<file path="config.mk">
export PLATFORM = sky130hd
export DESIGN_NAME = route_switch_ctrl
export DESIGN_NICKNAME = d
export VERILOG_FILES = /design/src/rtl/rsc_pkg.sv /design/src/rtl/rsc_arbiter.sv /design/src/rtl/rsc_xy_route.sv /design/src/rtl/rsc_out_queue.sv /design/src/rtl/route_switch_ctrl.sv
export SDC_FILE = /design/constraint.sdc
export NUM_CORES = 1
export LEC_CHECK = 0
export BUFFER_PORTS_ARGS = -buffer_cell sky130_fd_sc_hd__clkbuf_2
export CORE_MARGIN = 5
export CORE_UTILIZATION = 54
export DETAILED_ROUTE_END_ITERATION = 8
export PLACE_DENSITY_LB_ADDON = 0.12
export SYNTH_ARGS = -nofsm -noshare
export SYNTH_HDL_FRONTEND = slang
export SYNTH_HIERARCHICAL = 1
export SYNTH_SLANG_ARGS = --single-unit
</file>
<file path="constraint.sdc">
create_clock -name clk -period 8.95 [get_ports clk]
set_clock_uncertainty 0.2 [all_clocks]
set_input_delay 0.895 -clock clk [delete_from_list [all_inputs] [get_ports clk]]
set_output_delay 0.895 -clock clk [all_outputs]
set_load 0.01 [all_outputs]
</file>
<file path="src/rtl/rsc_pkg.sv">
package rsc_pkg;
  parameter int NPORT = 5;
  parameter int ID_W  = 3;

  typedef enum logic [ID_W-1:0] {
    PORT_EAST  = 3'd0,
    PORT_WEST  = 3'd1,
    PORT_NORTH = 3'd2,
    PORT_SOUTH = 3'd3,
    PORT_LOCAL = 3'd4
  } port_e;
endpackage

</file>
<file path="src/rtl/rsc_arbiter.sv">
module rsc_arbiter #(
  parameter int N  = 5,
  parameter int IW = 3
) (
  input  logic          clk,
  input  logic          rst_n,
  input  logic [N-1:0]  req,
  output logic [N-1:0]  gnt,
  output logic [IW-1:0] gnt_idx,
  output logic          gnt_vld
);
  logic [IW-1:0] ptr_q;
  logic [IW-1:0] ptr_d;
  int            idx;

  // search from ptr_q upward with wrap-around; first requester wins
  always_comb begin
    gnt     = '0;
    gnt_idx = '0;
    gnt_vld = 1'b0;
    idx     = 0;
    for (int k = 0; k < N; k++) begin
      idx = int'(ptr_q) + k;
      if (idx >= N) idx = idx - N;
      if (!gnt_vld && req[idx]) begin
        gnt_vld  = 1'b1;
        gnt[idx] = 1'b1;
        gnt_idx  = IW'(idx);
      end
    end
  end

  always_comb begin
    if (gnt_idx == IW'(N-1)) ptr_d = '0;
    else                     ptr_d = gnt_idx + IW'(1);
  end

  always_ff @(posedge clk or negedge rst_n) begin
    if (!rst_n)       ptr_q <= '0;
    else if (gnt_vld) ptr_q <= ptr_d;
  end

  AST_GNT_ONEHOT: assert property (@(posedge clk) disable iff (!rst_n)
    $onehot0(gnt) && ((gnt & ~req) == '0));

  AST_NO_REPEAT: assert property (@(posedge clk) disable iff (!rst_n)
    (gnt_vld && ((req & ~gnt) != '0)) |=> ((gnt & $past(gnt)) == '0));
endmodule

</file>
<file path="src/rtl/rsc_xy_route.sv">
module rsc_xy_route import rsc_pkg::*; #(
  parameter int ADDR_W = 8
) (
  input  logic [ADDR_W-1:0] dest,
  input  logic [ADDR_W-1:0] own,
  output port_e             sel
);
  localparam int HALF = ADDR_W / 2;

  logic [HALF-1:0] dx, dy, ox, oy;

  assign dx = dest[ADDR_W-1:HALF];
  assign dy = dest[HALF-1:0];
  assign ox = own[ADDR_W-1:HALF];
  assign oy = own[HALF-1:0];

  always_comb begin
    if (dx > ox)      sel = PORT_EAST;
    else if (dx < ox) sel = PORT_WEST;
    else if (dy > oy) sel = PORT_NORTH;
    else if (dy < oy) sel = PORT_SOUTH;
    else              sel = PORT_LOCAL;
  end
endmodule

</file>
<file path="src/rtl/rsc_out_queue.sv">
module rsc_out_queue #(
  parameter int DEPTH = 4,
  parameter int W     = 3
) (
  input  logic         clk,
  input  logic         rst_n,
  input  logic         push,
  input  logic [W-1:0] push_data,
  input  logic         pop,
  output logic         head_vld,
  output logic [W-1:0] head_data
);
  localparam int PW = (DEPTH > 1) ? $clog2(DEPTH) : 1;
  localparam int CW = $clog2(DEPTH + 1);

  logic [W-1:0]  mem_q [DEPTH];
  logic [PW-1:0] wr_q, wr_d, rd_q, rd_d;
  logic [CW-1:0] cnt_q, cnt_d;
  logic          pop_ok;
  logic          full;

  assign pop_ok    = pop && (cnt_q != '0);
  assign full      = (cnt_q == CW'(DEPTH));
  assign head_vld  = (cnt_q != '0);
  assign head_data = mem_q[rd_q];

  always_comb begin
    wr_d = (wr_q == PW'(DEPTH-1)) ? '0 : wr_q + PW'(1);
    rd_d = (rd_q == PW'(DEPTH-1)) ? '0 : rd_q + PW'(1);
    cnt_d = cnt_q;
    if (push && !pop_ok)      cnt_d = cnt_q + CW'(1);
    else if (!push && pop_ok) cnt_d = cnt_q - CW'(1);
  end

  always_ff @(posedge clk or negedge rst_n) begin
    if (!rst_n) begin
      wr_q  <= '0;
      rd_q  <= '0;
      cnt_q <= '0;
    end else begin
      if (push)   wr_q <= wr_d;
      if (pop_ok) rd_q <= rd_d;
      cnt_q <= cnt_d;
    end
  end

  always_ff @(posedge clk) begin
    if (push) mem_q[wr_q] <= push_data;
  end

  AST_NO_OVERFLOW: assert property (@(posedge clk) disable iff (!rst_n)
    !(push && full && !pop));

  AST_PUSH_SHOWS: assert property (@(posedge clk) disable iff (!rst_n)
    push |=> head_vld);

  AST_EMPTY_POP: assert property (@(posedge clk) disable iff (!rst_n)
    (pop && !head_vld && !push) |=> !head_vld);

  AST_POP_KEEPS: assert property (@(posedge clk) disable iff (!rst_n)
    (pop && head_vld && !push) |=> (cnt_q == $past(cnt_q) - CW'(1)));
endmodule

</file>
<file path="src/rtl/route_switch_ctrl.sv">
module route_switch_ctrl import rsc_pkg::*; #(
  parameter int ADDR_W = 8,
  parameter int QDEPTH = 4
) (
  input  logic                    clk,
  input  logic                    rst_n,
  input  logic [NPORT-1:0]        req_vld,
  input  logic [NPORT*ADDR_W-1:0] req_addr,
  input  logic [ADDR_W-1:0]       my_addr,
  output logic [NPORT-1:0]        req_ack,
  output logic [NPORT-1:0]        route_vld,
  output logic [NPORT*ID_W-1:0]   route_id,
  input  logic [NPORT-1:0]        route_done
);
  localparam int HALF = ADDR_W / 2;

  logic [NPORT-1:0]  gnt;
  logic [ID_W-1:0]   gnt_idx;
  logic              gnt_vld;
  logic [ADDR_W-1:0] win_addr;
  port_e             out_sel;

  rsc_arbiter #(.N(NPORT), .IW(ID_W)) u_arb (
    .clk     (clk),
    .rst_n   (rst_n),
    .req     (req_vld),
    .gnt     (gnt),
    .gnt_idx (gnt_idx),
    .gnt_vld (gnt_vld)
  );

  assign req_ack = gnt;

  always_comb begin
    win_addr = '0;
    for (int i = 0; i < NPORT; i++) begin
      if (gnt[i]) win_addr = req_addr[i*ADDR_W +: ADDR_W];
    end
  end

  rsc_xy_route #(.ADDR_W(ADDR_W)) u_route (
    .dest (win_addr),
    .own  (my_addr),
    .sel  (out_sel)
  );

  for (genvar o = 0; o < NPORT; o++) begin : g_q
    logic q_push;
    assign q_push = gnt_vld && (out_sel == port_e'(o));

    rsc_out_queue #(.DEPTH(QDEPTH), .W(ID_W)) u_q (
      .clk       (clk),
      .rst_n     (rst_n),
      .push      (q_push),
      .push_data (gnt_idx),
      .pop       (route_done[o]),
      .head_vld  (route_vld[o]),
      .head_data (route_id[o*ID_W +: ID_W])
    );
  end

  AST_LOCAL_MATCH: assert property (@(posedge clk) disable iff (!rst_n)
    (gnt_vld && out_sel == PORT_LOCAL) |-> (win_addr == my_addr));

  AST_X_FIRST: assert property (@(posedge clk) disable iff (!rst_n)
    (gnt_vld && win_addr[ADDR_W-1:HALF] != my_addr[ADDR_W-1:HALF])
      |-> (out_sel == PORT_EAST || out_sel == PORT_WEST));

  AST_ONE_PUSH: assert property (@(posedge clk) disable iff (!rst_n)
    $countones(route_vld & ~$past(route_vld)) <= 1);
endmodule

</file>
Yosys cells after proc, flatten, opt, wreduce, memory -nomap -nowiden
Memories as Yosys holds them, arrays and structs flattened.
Index checks and enable logic that the tools add are counted.
{ "word_totals": {"ram_bits": 60, "word_cells": 228, "register_bits": 38, "out_inout_bits": 25, "in_bits": 60, "memories": 5} }
{ "memory_table": {"columns": ["memory", "words", "width", "rd", "rd_clocked_by_memory_dff", "wr", "line", "source"], "rows": [
  ["g_q[0].u_q.mem_q", 4, 3, 1, 0, 1, "rsc_out_queue.sv:16", "logic [W-1:0] mem_q [DEPTH];"],
  ["g_q[1].u_q.mem_q", 4, 3, 1, 0, 1, "rsc_out_queue.sv:16", null],
  ["g_q[2].u_q.mem_q", 4, 3, 1, 0, 1, "rsc_out_queue.sv:16", null],
  ["g_q[3].u_q.mem_q", 4, 3, 1, 0, 1, "rsc_out_queue.sv:16", null],
  ["g_q[4].u_q.mem_q", 4, 3, 1, 0, 1, "rsc_out_queue.sv:16", null]
]} }
{ "op_classes": {"addsub": 30, "n_reduce_logical": 54, "bitwise_logic": 4, "eq_ne": 15, "n_lt_le_gt_ge": 19, "muxes": 85} }
{ "ops": {"columns": ["op", "n"], "rows": [
  ["greater-or-equal comparator 32 x 1 -> 1 bit (second input constant)", 5],
  ["less-than comparator 32 x 5 -> 1 bit (second input constant)", 5],
  ["2-to-1 mux 32 bit", 5],
  ["greater-or-equal comparator 32 x 4 -> 1 bit (second input constant)", 4],
  ["subtractor 32 x 4 -> 32 bit (second input constant)", 4],
  ["2-to-1 mux 3 bit", 20],
  ["2-to-1 mux 8 bit", 5],
  ["2-to-1 mux 1 bit", 30],
  ["logical AND 1 bit", 29],
  ["2-to-1 mux 5 bit", 5],
  ["adder 2 x 1 -> 2 bit (second input constant)", 10],
  ["equality test 2 bit (second input constant)", 10],
  ["2-to-1 mux 2 bit", 10],
  ["OR 5 bit", 4],
  ["adder 3 x 1 -> 3 bit (second input constant)", 6],
  ["binary-select mux 1 bit (select 3 bit)", 5],
  ["demux 1 bit (select 3 bit)", 5],
  ["nonzero test 3 bit", 5],
  ["subtractor 3 x 1 -> 3 bit (second input constant)", 5],
  ["logical NOT 1 bit", 14],
  ["nonzero test 2 bit", 5],
  ["adder 3 x 2 -> 4 bit (second input constant)", 2],
  ["> comparator 4 bit", 2],
  ["less-than comparator 4 bit", 2],
  ["other kinds (8)", 10]
]} }

Longest topological paths before layout
{ "logic_depth": {"ltp_word": 34, "ltp_mapped": 33, "ltp_nobuf": 29} }

Modules after synthesis
The synthesis kept the hierarchy.
{ "modules_own_cells": {"columns": ["module", "n_inst", "area_each_um2", "cells_per_inst", "seq_area_each_um2"], "rows": [
  ["rsc_out_queue", 5, 854.6, 51, 535.5],
  ["rsc_arbiter", 1, 1875.5, 248, 75.1],
  ["route_switch_ctrl", 1, 345.3, 56, 0.0],
  ["rsc_xy_route", 1, 244.0, 31, 0.0]
]} }

Least setup slack after synthesis
OpenSTA, ideal clock, no wires.
{ "synth_timing": {"path_kind": "register to register", "start": "register u_arb.ptr_q[0]", "end": "register g_q[0].u_q.cnt_q[2]", "required_time_ns": 8.671, "slack_ns": 1.534, "stages_incl_launch_ff": 30, "setup_time_ns": 0.079, "arrival_ns": 7.137, "cell_sequence": "dfrtp_1 > buf_6 > buf_6 > inv_2 > buf_2 > ha_1 > inv_1 > ha_1 > a21oi_4 > mux2i_1 > mux2i_1 > a2bb2oi_1 > nand3_4 > nor3b_4 > nand2b_1 > o311ai_1 > buf_2 > nand3b_1 > a41oi_1 > ha_1 > o41ai_2 > nor3_1 > nor2b_1 > nor3b_1 > ha_1 > inv_1 > fa_1 > xor2_1 > nor2_1 > xor2_1"} }
{ "synth_via": {"elab_cells_between_ends": 101, "classes_between": "add/sub: 9; order compare: 19; mux: 50; bitwise: 4; reduce/logical: 19"} }
{ "synth_lines": {"columns": ["element", "line", "source"], "rows": [
  ["start: declaration", "rsc_arbiter.sv:12", "logic [IW-1:0] ptr_q;"],
  ["start signal: assignment", "rsc_arbiter.sv:40", "else if (gnt_vld) ptr_q <= ptr_d;"],
  ["branches (longest 17 deep; another with subtractor 32 x 4 -> 32 bit)", null, null],
  ["2-to-1 mux 5 bit (*)", "rsc_arbiter.sv:25", "if (!gnt_vld && req[idx]) begin"],
  ["net req_ack[2]", "route_switch_ctrl.sv:10", "output logic [NPORT-1:0] req_ack,"],
  ["2-to-1 mux 8 bit (*) (3 in a row)", "route_switch_ctrl.sv:37", "if (gnt[i]) win_addr = req_addr[i*ADDR_W +: ADDR_W];"],
  ["net win_addr[5]", "route_switch_ctrl.sv:20", "logic [ADDR_W-1:0] win_addr;"],
  ["less-than comparator 4 bit", "rsc_xy_route.sv:19", "else if (dx < ox) sel = PORT_WEST;"],
  ["2-to-1 mux 3 bit", "rsc_xy_route.sv:19", null],
  ["2-to-1 mux 3 bit (*)", "rsc_xy_route.sv:18", "if (dx > ox) sel = PORT_EAST;"],
  ["net out_sel[2]", "route_switch_ctrl.sv:21", "port_e out_sel;"],
  ["logical NOT 3 bit (*)", "route_switch_ctrl.sv:49", "assign q_push = gnt_vld && (out_sel == port_e'(o));"],
  ["logical AND 1 bit (*)", "route_switch_ctrl.sv:49", null],
  ["net g_q[0].q_push", "route_switch_ctrl.sv:48", "logic q_push;"],
  ["logical NOT 1 bit", "rsc_out_queue.sv:32", "else if (!push && pop_ok) cnt_d = cnt_q - CW'(1);"],
  ["logical AND 1 bit", "rsc_out_queue.sv:32", null],
  ["nonzero test 2 bit (no source line)", null, null],
  ["end signal: assignment", "rsc_out_queue.sv:43", "cnt_q <= cnt_d;"],
  ["end: declaration", "rsc_out_queue.sv:18", "logic [CW-1:0] cnt_q, cnt_d;"]
]} }
Mark *: on every way through the listed nets, which the timed path passes. The select of a mux whose other input is x is not followed.
A chain may end at the register's enable or synchronous reset.

Final worst setup path
{ "layout_timing": {"start": "register u_arb.ptr_q[1]", "end": "register g_q[2].u_q.cnt_q[2]"} }
{ "layout_via": {"elab_cells_between_ends": 101, "classes_between": "add/sub: 9; order compare: 19; eq/ne: 1; mux: 50; bitwise: 4; reduce/logical: 18"} }
{ "layout_lines": {"columns": ["element", "line"], "rows": [
  ["branches (longest 17 deep; another with subtractor 32 x 4 -> 32 bit)", null],
  ["2-to-1 mux 5 bit (*)", "rsc_arbiter.sv:25"],
  ["2-to-1 mux 8 bit (4 in a row)", "route_switch_ctrl.sv:37"],
  ["2-to-1 mux 8 bit (*)", "route_switch_ctrl.sv:37"],
  ["net win_addr[5]", "route_switch_ctrl.sv:20"],
  ["less-than comparator 4 bit", "rsc_xy_route.sv:19"],
  ["2-to-1 mux 3 bit", "rsc_xy_route.sv:19"],
  ["2-to-1 mux 3 bit (*)", "rsc_xy_route.sv:18"],
  ["net out_sel[2]", "route_switch_ctrl.sv:21"],
  ["equality test 3 x 2 -> 1 bit (*)", "route_switch_ctrl.sv:49"],
  ["logical AND 1 bit (*)", "route_switch_ctrl.sv:49"],
  ["net g_q[2].q_push", "route_switch_ctrl.sv:48"],
  ["logical NOT 1 bit", "rsc_out_queue.sv:32"],
  ["logical AND 1 bit", "rsc_out_queue.sv:32"],
  ["nonzero test 2 bit (no source line)", null],
  ["end signal: assignment", "rsc_out_queue.sv:43"],
  ["end: declaration", "rsc_out_queue.sv:18"]
]} }
Marked as above.

==> flow_summary.ini <==
[timing]
fmax_ghz = 0.125
fin_setup_tns_ps = 0
setup_viol = 0
fin_crit_sh_pct = 89.2
worst_slew_pin_slew_ps = 1080
hold_viol_final = 0
drv_slew = 0
fin_crit_ps = 7980
rsz0062_at_grt = false
slew_headroom_pct = 28.1

[global_routing]
grt_remaining_overflow = 0
grt_pass1_wl_um = 24500
antenna_found_initial = 0
grt_pass1_vias = 5154
track_usage_pct = 20.6
grt_max_degree = 39

[synthesis]
netlist.area_leader.share_pct = 26.7
synth.avg_cell_area_um2 = 11.4
async_flop_share_pct = 38.8
synth-edff-count = 60
syn_nets = 708
synth_common_cells = edfxtp_1, ha_1, nand2_1, inv_1, dfrtp_1
yosysSeqAreaShare_pct = 40.9
synth_ff_type = edfxtp_1
yosysMostFrequentCell = edfxtp_1
synth_seq_cells = 98
syn-instance-count = 590
synth_top_area_cell = edfxtp_1
syn_area_mm2 = 0.00674
ys_types = 89
ys_warn_count = 6
synthTopCellsByArea = edfxtp_1, dfrtp_1, ha_1

[finish]
final_layout_size_suffix_gt1_share_pct = 25.5
fin_nets = 792
num_antenna_cells = 0
syn_to_final_growth_pct = 13.2
n_fill_cell = 952
instances_no_fill = 847

[floorplan]
start_util_pct = 55.6
fp.dieW_um = 122
die_h_um = 122
fp-row-count = 40
ios = 85
die_area_mm2 = 0.0148
core_mm2 = 0.0121

[clock_network]
cts_buffer_depth = 2
path_clk_slew_ps = 70
post_cts_buffers = 0
post_cts_resized = 0
clk_latency_ps = 340
ctsRootBufferMaster = clkbuf_16
cts_buffers = 9
ctsHoldBuffers = 0
h-tree-depth = 3
cts_tree = done
clock_sinks = 98

[worst_hold_path]
min_from = g_q[2].u_q/cnt_q[2]
min_path_type = flop to flop
hold_end = g_q[2].u_q/cnt_q[2]
holdPathStages = 1

[worst_setup_path]
critical_path_class = flop to flop
crit_fanout = 18
critPathRequiredTime_ps = 9020
cp.arrival_ps = 8050
reg2reg_setup_slack_ps = 970
crit_path_end_kind = flop
ff2ff_path_depth = 26
r2r_end = g_q[2].u_q/cnt_q[2]
start_kind = flop
r2r_start = u_arb/ptr_q[1]

[routing]
wirelength_um = 14500
wl_per_cell_um = 17.1
vias_per_cell = 5.83
vias = 4942
antenna_left = 0
drc = 0
dr.first_iter.drc_count = 357
drt_pre_antenna_iters = 5

[placement]
placed_cells = 831
port_buffers = 84
dp_hpwl_um = 11300
gp_routability_congestion = 0.959

[run]
maxCapViolCount = 0

[outcome]
run_status = finished, final reports clean
[critical path: stages (launching register included)]
cell      delay, ps
dfrtp_1         690
inv_1           340
ha_1            340
ha_1            470
o31a_1          320
o22ai_2         310
mux2i_1         230
nor3_1           90
or3_4           460
nor3b_4         360
nand2b_1        170
o311ai_2        890
nor3b_4         160
nand2_1         120
a41oi_1         120
ha_1            280
o41ai_2         410
nor3_1          100
nor2b_1         200
nand2_1          70
nor2_1          430
ha_1            280
inv_1            60
fa_1            370
xor2_1          170
nor2_1          110
xor2_1          150
[cells in the final DEF (no fill, tap or decap), types with 11 or more instances in the layout]
master / instances
clkbuf_2: 84
edfxtp_1: 60
ha_1: 52
nand2_1: 48
inv_1: 41
dfrtp_1: 38
nor2_1: 31
a21oi_1: 24
o21ai_0: 20
and2_1: 20
mux2i_1: 18
mux4_2: 15
xor2_1: 11
[per-stage QoR]
step | utilization (%) | setup WS [ps] | hold slack [ps] | instance area, um2
final | 63.0 | 970 | 268 | 7630
after detailed placement | 60.4 | 1060 | 262 | 7310
after CTS | 63.0 | 1000 | 276 | 7630
after global placement | 60.4 | 1270 | 256 | 7310
after floorplan | - | 1530 | 243 | 6740
after global routing | 63.0 | 213 | 297 | 7630
[kinds of logic after synthesis]
kind of cell               count (synthesis)  synth area share, %
xor gates and xnor gates                  19                 2.58
adders and majority gates                 58                 11.4
and+or+nand+nor                          184                 16.3
AOI/OAI and AO/OA                        123                 13.7
muxes                                     50                 11.3
DFF                                       98                 40.9
buffers and inverters                     58                 3.88
[how the worst max path moves through the flow]
stage                        start                   to  slack [ps]  cells after the start
detailed placement  u_arb/ptr_q[1]  g_q[2].u_q/cnt_q[2]        1060                     26
floorplan           u_arb/ptr_q[0]  g_q[0].u_q/cnt_q[2]        1530                     29
CTS                 u_arb/ptr_q[1]  g_q[2].u_q/cnt_q[2]        1000                     26
finish              u_arb/ptr_q[1]  g_q[2].u_q/cnt_q[2]         970                     26
global route        u_arb/ptr_q[1]  g_q[2].u_q/cnt_q[2]         210                     27
global placement    u_arb/ptr_q[1]  g_q[2].u_q/cnt_q[2]        1270                     26
[routing by layer]
layer | vias to the layer above | routed length [um] | global-route usage (%)
met5 | - | 0 | 0
met4 | 0 | 309 | 7.35
met3 | 22 | 958 | 3.39
met2 | 197 | 6870 | 34.3
met1 | 2350 | 6390 | 27.3
li1 | 2373 | - | -
[flip-flops by register name (all words and copies together) (netlist names)]
signal	count
g_q.u_q/wr_q	10
g_q.u_q/cnt_q	15
g_q.u_q/rd_q	10
g_q.u_q/mem_q	60
u_arb/ptr_q	3
[cell type report]
class / count / area, um2 / share of cell area [%]
Multi-Input combinational cell: 434 / 3730 / 48.9
Clock inverter: 5 / 87.6 / 1.15
Sequential cell: 98 / 2750 / 36.1
Timing Repair Buffer: 89 / 458 / 6.00
Clock buffer: 11 / 233 / 3.05
Inverter: 42 / 158 / 2.07
Tap cell: 168 / 210 / 2.76
Power is not shown: default switching activity piles up to over one toggle a cycle in this logic, so the estimate is an artifact.
